### src/rtl/mhole_pkg.sv
package mhole_pkg;

    parameter int PHYS_W = 64;

    typedef enum logic [1:0] {
        RGN_LOW_RAM  = 2'd0,
        RGN_HOLE32   = 2'd1,
        RGN_HIGH_RAM = 2'd2,
        RGN_HOLE64   = 2'd3
    } region_e;

    typedef struct packed {
        logic [31:0]       low_top;
        logic [32:0]       size32;
        logic [PHYS_W-1:0] hole64_base;
        logic [PHYS_W-1:0] hole64_lim;
    } hole_bounds_t;

endpackage

### src/rtl/mhole_bounds_calc.sv
module mhole_bounds_calc
    import mhole_pkg::*;
#(
    parameter int RAM_W       = 40,
    parameter int HOLE64_LOG2 = 62
) (
    input  logic [31:0]      base,
    input  logic [RAM_W-1:0] ram_size,
    input  logic             wide_en,
    output hole_bounds_t     bnd
);
    localparam logic [PHYS_W-1:0] FOUR_G     = PHYS_W'(64'h1_0000_0000);
    localparam logic [PHYS_W-1:0] WIN64_SPAN = PHYS_W'(1) << HOLE64_LOG2;

    logic [PHYS_W-1:0] base_x;
    logic [PHYS_W-1:0] ram_x;
    logic [PHYS_W-1:0] reloc;

    always_comb begin
        base_x = {{(PHYS_W-32){1'b0}}, base};
        ram_x  = {{(PHYS_W-RAM_W){1'b0}}, ram_size};
        reloc  = (ram_x >= base_x) ? (ram_x - base_x) : '0;

        bnd.low_top     = base;
        bnd.size32      = 33'h1_0000_0000 - {1'b0, base};
        bnd.hole64_base = FOUR_G + reloc;
        bnd.hole64_lim  = wide_en ? (FOUR_G + reloc + WIN64_SPAN) : (FOUR_G + reloc);
    end
endmodule

### src/rtl/mhole_regs.sv
module mhole_regs
    import mhole_pkg::*;
#(
    parameter int          RAM_W       = 40,
    parameter int          HOLE64_LOG2 = 62,
    parameter int          ALIGN_LOG2  = 16,
    parameter logic [7:0]  CFG_OFFSET  = 8'hB0,
    parameter logic [31:0] DEF_BASE    = 32'hE000_0000,
    parameter logic [31:0] ALT_BASE    = 32'hF000_0000
) (
    input  logic             clk,
    input  logic             rst_n,
    input  logic             alt_default,
    input  logic             wide_en,
    input  logic [RAM_W-1:0] ram_size,
    input  logic             cfg_wr,
    input  logic [7:0]       cfg_addr,
    input  logic [3:0]       cfg_be,
    input  logic [31:0]      cfg_wdata,
    output logic [31:0]      cfg_rdata,
    output hole_bounds_t     bnd_q
);
    localparam int          LANES      = 4;
    localparam logic [31:0] ALIGN_MASK = (32'd1 << ALIGN_LOG2) - 32'd1;

    typedef struct packed {
        logic [31:0]  base;
        hole_bounds_t bnd;
    } regs_t;

    regs_t        st_d, st_q;
    hole_bounds_t bnd_next;
    logic         hit;

    assign hit = ({cfg_addr[7:2], 2'b00} == CFG_OFFSET);

    always_comb begin
        st_d.base = st_q.base;
        if (!rst_n) begin
            st_d.base = alt_default ? ALT_BASE : DEF_BASE;
        end else if (cfg_wr && hit) begin
            for (int i = 0; i < LANES; i++) begin
                if (cfg_be[i]) st_d.base[i*8 +: 8] = cfg_wdata[i*8 +: 8];
            end
        end
        st_d.base = st_d.base & ~ALIGN_MASK;
        st_d.bnd  = bnd_next;
    end

    mhole_bounds_calc #(
        .RAM_W       (RAM_W),
        .HOLE64_LOG2 (HOLE64_LOG2)
    ) u_calc (
        .base     (st_d.base),
        .ram_size (ram_size),
        .wide_en  (wide_en),
        .bnd      (bnd_next)
    );

    always_ff @(posedge clk) begin
        st_q <= st_d;
    end

    always_comb begin
        for (int i = 0; i < LANES; i++) begin
            cfg_rdata[i*8 +: 8] = (hit && cfg_be[i]) ? st_q.base[i*8 +: 8] : 8'h00;
        end
    end

    assign bnd_q = st_q.bnd;
endmodule

### src/rtl/mhole_classify.sv
module mhole_classify
    import mhole_pkg::*;
(
    input  logic [PHYS_W-1:0] addr,
    input  hole_bounds_t      bnd,
    output logic [1:0]        region,
    output logic              miss
);
    localparam logic [PHYS_W-1:0] FOUR_G = PHYS_W'(64'h1_0000_0000);

    region_e rgn;

    always_comb begin
        miss = 1'b0;
        rgn  = RGN_LOW_RAM;
        if (addr < {{(PHYS_W-32){1'b0}}, bnd.low_top}) begin
            rgn = RGN_LOW_RAM;
        end else if (addr < FOUR_G) begin
            rgn = RGN_HOLE32;
        end else if (addr < bnd.hole64_base) begin
            rgn = RGN_HIGH_RAM;
        end else if (addr < bnd.hole64_lim) begin
            rgn = RGN_HOLE64;
        end else begin
            miss = 1'b1;
        end
    end

    assign region = rgn;
endmodule

### src/rtl/mhole_decoder.sv
module mhole_decoder
    import mhole_pkg::*;
#(
    parameter int          RAM_W       = 40,
    parameter int          HOLE64_LOG2 = 62,
    parameter int          ALIGN_LOG2  = 16,
    parameter logic [7:0]  CFG_OFFSET  = 8'hB0,
    parameter logic [31:0] DEF_BASE    = 32'hE000_0000,
    parameter logic [31:0] ALT_BASE    = 32'hF000_0000
) (
    input  logic              clk,
    input  logic              rst_n,
    input  logic              alt_default,
    input  logic              wide_en,
    input  logic [RAM_W-1:0]  ram_size,
    input  logic              cfg_wr,
    input  logic [7:0]        cfg_addr,
    input  logic [3:0]        cfg_be,
    input  logic [31:0]       cfg_wdata,
    output logic [31:0]       cfg_rdata,
    input  logic [PHYS_W-1:0] addr,
    output logic [31:0]       hole32_base,
    output logic [32:0]       hole32_size,
    output logic [PHYS_W-1:0] hole64_base,
    output logic [PHYS_W-1:0] hole64_limit,
    output logic [1:0]        region,
    output logic              miss
);
    hole_bounds_t bnd_q;

    mhole_regs #(
        .RAM_W       (RAM_W),
        .HOLE64_LOG2 (HOLE64_LOG2),
        .ALIGN_LOG2  (ALIGN_LOG2),
        .CFG_OFFSET  (CFG_OFFSET),
        .DEF_BASE    (DEF_BASE),
        .ALT_BASE    (ALT_BASE)
    ) u_regs (
        .clk         (clk),
        .rst_n       (rst_n),
        .alt_default (alt_default),
        .wide_en     (wide_en),
        .ram_size    (ram_size),
        .cfg_wr      (cfg_wr),
        .cfg_addr    (cfg_addr),
        .cfg_be      (cfg_be),
        .cfg_wdata   (cfg_wdata),
        .cfg_rdata   (cfg_rdata),
        .bnd_q       (bnd_q)
    );

    mhole_classify u_class (
        .addr   (addr),
        .bnd    (bnd_q),
        .region (region),
        .miss   (miss)
    );

    assign hole32_base  = bnd_q.low_top;
    assign hole32_size  = bnd_q.size32;
    assign hole64_base  = bnd_q.hole64_base;
    assign hole64_limit = bnd_q.hole64_lim;
endmodule

### config.mk
export PLATFORM = sky130hd
export DESIGN_NAME = mhole_decoder
export DESIGN_NICKNAME = d
export VERILOG_FILES = /design/src/rtl/mhole_pkg.sv /design/src/rtl/mhole_bounds_calc.sv /design/src/rtl/mhole_regs.sv /design/src/rtl/mhole_classify.sv /design/src/rtl/mhole_decoder.sv
export SDC_FILE = /design/constraint.sdc
export NUM_CORES = 1
export LEC_CHECK = 0
export ABC_CLOCK_PERIOD_IN_PS = 4900
export BUFFER_PORTS_ARGS = -buffer_cell sky130_fd_sc_hd__buf_2
export CAP_MARGIN = 20
export CORE_AREA = 2 2 194 196
export DETAILED_ROUTE_END_ITERATION = 8
export DIE_AREA = 0 0 196 198
export PLACE_DENSITY = 0.76
export SKIP_CTS_REPAIR_TIMING = 1
export SLEW_MARGIN = 20
export SYNTH_ARGS = -nofsm -noshare
export SYNTH_HDL_FRONTEND = slang
export SYNTH_HIERARCHICAL = 1
export SYNTH_SLANG_ARGS = --single-unit
export TNS_END_PERCENT = 10
### constraint.sdc
create_clock -name clk -period 4.9 [get_ports clk]
set_input_delay 0.49 -clock clk [delete_from_list [all_inputs] [get_ports clk]]
set_output_delay 0.49 -clock clk [all_outputs]
set_load 0.02 [all_outputs]
==> metrics <==
status=completed; Skew-Pair Late Insertion Delay=0.55 ns; Max Cap Viol=0; Critical Path Max Stage Delay=0.52 ns; DRT Pass-1 Iters=5; reg-to-reg endpoint=u_regs/bnd_q[62]; fraction of synthesized area in multiplexers=0.2338%; Synth Area in XOR/XNOR=4.001%; PD cells=321.7 nW/µm²; main combinational cell family by area after synthesis=buffers and inverters; Worst Max-Slew Pin Slew=0.8709 ns; initial antenna violation count=6; Synth Register Bits=209; RSZ-0062 raised after global routing=false; All-Layer GR Usage=a little over a fifth; Synth Warn #=6; layout net count=between 2000 and 2500; worst-path maximum fanout=16; Iteration-0 DRC Markers=just under 600; routed vias=around 12000; start of the worst register-to-register path=u_regs/st_q[221]; io pins=around 380; cts bufs inserted=24; Hold Path End=u_regs/bnd_q[62]; largest cells by area after synthesis=dfxtp_1, ha_1, buf_4; Synth Area in Simple Gates=roughly 15%; FFs w/ async S/R, synth=0%; clk sinks=209; P&R area growth vs syn=9.248%; mapped cell area=between 10000 and 15000 µm²; post-DR vias/cell=around 4.9; Sw Pwr=1.653 mW; clk root buf=clkbuf_16; crit start category=input port; Residual DRC=0; Sw Share=32.55%; hold_sp=wide_en; GPL Wtd Cong=0.9291; worst endpoint required time=5.34 ns; Die X=196 µm; share of layout cells above drive strength 1=23.74%; Reg clk slew, reported paths=about 0.070 ns; Yosys top cell area share=28.96%; pin count of the biggest net entering global routing=34; Clk pwr share=37.3%; Port Buffers=344; compound-gate portion of the synthesized area=about an eighth; Post-synth EDFFs=0; Antenna Violating Nets Remaining=0; crit path kind=in2reg; # H-tree levels=1; WL per Instance=17.88 µm; Syn Inst Count=1712; sequential element share of the synthesized area=28.96%; die span in y=198 µm; Clock Tree Buf Depth=3; FF-to-FF setup slack=0.78 ns; CTS tree=built; synthesized area per cell=approximately 8.4 µm²; die footprint=38810 µm²; Post-synth top cells=buf_4, inv_1, dfxtp_1; Fmax=229.7 MHz; Layout Skew=0.01984 ns; total power=5.077 mW; Critical Path End Type=register; fillers=3737; Initial Util=about 40%; unique cell type count in the Yosys netlist=a little under 80; Core ar.=36960 µm²; area leader, netlist=dfxtp_1; setup TNS=0 ns; crit-path leading delay family=compound AO/OA/AOI/OAI gates; GR Overflow Total=0; internal power=3.425 mW; Final Max Tran Viols=0; Hold Crit Class=in2reg; top_reg_cell synth=dfxtp_1; Adder-Cell Fraction of Synth Area=17.37%; worst hold path depth=2; Static Leak=about 7.7 nW; endpoints failing hold=0; fin crit share=between 80% and 90%; slowest CP cell=or4b_1; Setup Viol. Count Final=0; WL final=42240 µm; CP Data Arrival Time=4.79 ns; Final Critical Period=between 4 and 5 ns; DP HPWL=36330 µm; vias in the first global route=11304; first-pass GRT wire length=roughly 63000 µm; Reg power frac=37.8%; maximum vdd drop=0.2786 mV; CP cell instances=buf_2 -> or4b_1 -> buf_4 -> o21ai_0 -> a21boi_0 -> inv_1 -> ha_1 -> a21oi_1 -> o21ai_0 -> o21a_1 -> a2bb2oi_1 -> nor3_1 -> xor2_1 -> o211ai_2 -> nor4_4 -> buf_4 -> nand2_1 -> ha_1 -> xor2_1; placement row count=71; Critical path buffers and inverters=4; combinational power share=24.8%; cells on worst reg2reg path=16; Rel. slew slack=41.44%; count leader, synth=buf_4
## power by group through the flow
stage / combinational [mW] / clock (mW) / sequential (mW)
4_1_cts: 1.26 / 1.96 / 1.92
3_5_place_dp: 1.25 / 0 / 1.96
5_1_grt: 1.39 / 2.02 / 1.93
3_3_place_gp: 1.21 / 0 / 1.96
6_report: 1.26 / 1.90 / 1.92
2_1_floorplan: 1.09 / 0 / 1.90
## registers in the layout, indices dropped and copies added (netlist names)
signal	flops
u_regs/bnd_q	193
u_regs/st_q	16
## worst max-delay path by stage
stage / slack (ns) / end / cells past startpoint / from
after floorplan: 0.23 / u_regs/bnd_q[108] / 19 / cfg_addr[6]
after global placement: 0.15 / u_regs/bnd_q[62] / 20 / cfg_addr[6]
after detailed placement: 0.03 / u_regs/bnd_q[62] / 20 / cfg_addr[6]
after global routing: 0.27 / u_regs/bnd_q[62] / 19 / cfg_addr[6]
final: 0.55 / u_regs/bnd_q[62] / 19 / cfg_addr[6]
after CTS: 0.62 / u_regs/bnd_q[62] / 20 / cfg_addr[6]
## cell families (layout without fill, tap and decap cells)
| group | after synthesis | count (layout) |
|---|---|---|
| compound gates | 290 | 290 |
| other cells | 1 | 84 |
| simple gates | 403 | 403 |
| flops | 209 | 209 |
| xor+xnor | 66 | 66 |
| buf+inv | 541 | 634 |
| mux | 2 | 2 |
| fa+ha+maj | 200 | 200 |
## final cells by class
class,count,area [µm²],share of cell area (%)
flip-flops and latches,209,4184,26.51
clock inverters,18,222.7,1.411
well taps,474,593.1,3.757
multi-input cells,1040,7373,46.71
repair buffers,377,1982,12.56
inverters,214,803.3,5.089
diodes,5,12.51,0.07926
clock buffers,25,614.3,3.892
## per-layer routing
layer  vias to the layer above  routed length [µm]  part of all wire (%)  track usage, %
met2                       412               20250                    48           37.04
met1                      5354               17420                    41           24.92
li1                       5739                   -                     -               -
met5                         -                   8                 0.019               0
met4                         2                1745                   4.1           9.428
met3                        88                2818                   6.7           4.003
## metrics by stage
stage                     hold WS (ns)  util [%]  cell area, µm²  cells  worst slack (ns)
final                           0.1639     42.71           15790   2362            0.5461
after floorplan                 0.4805         -           14740   1790            0.2334
after CTS                       0.1316     42.68           15770   2357            0.6182
after detailed placement        0.5295     40.42           14940   2314           0.02808
after global routing            0.1456     42.70           15780   2360            0.2718
after global placement          0.5151     40.42           14940   2314            0.1526
## cell usage in the layout, fill, tap and decap left out, types with 4 or more instances in the layout
cell and n:
buf_2 344, inv_1 214, dfxtp_1 209, ha_1 199
a21oi_1 112, nand2_1 96, nor2_1 89, conb_1 79
o21ai_0 53, xnor2_1 45, nand3_1 41, nand4_1 40
buf_4 32, nor3_1 26, and2_1 25, clkbuf_16 24
nor4_1 22, xor2_1 21, o21ai_1 15, a21o_1 14
and4_1 12, a211oi_1 10, a21boi_1 10, nand2b_1 9
o211ai_1 9, nor2b_1 8, o21a_1 8, clkinv_2 6
diode_2 5, a221oi_1 5, a21boi_0 5, a31oi_1 5
or2_2 5, clkinvlp_4 4, bufinv_16 4, a22oi_1 4
o31ai_1 4, a211o_1 4, or4_1 4
## worst register-to-register path, cell delays in order, from the launching register on
cell	delay [ns]
dfxtp_1	0.37
o21ai_0	0.10
a31oi_1	0.33
inv_1	0.09
ha_1	0.44
nand2_1	0.08
o21ai_0	0.37
o21a_1	0.19
a2bb2oi_1	0.46
nor3_1	0.14
xor2_1	0.27
o211ai_2	0.24
nor4_4	0.26
buf_4	0.22
nand2_1	0.07
ha_1	0.22
xor2_1	0.16
No activity file was read; power rests on OpenSTA's default activity.
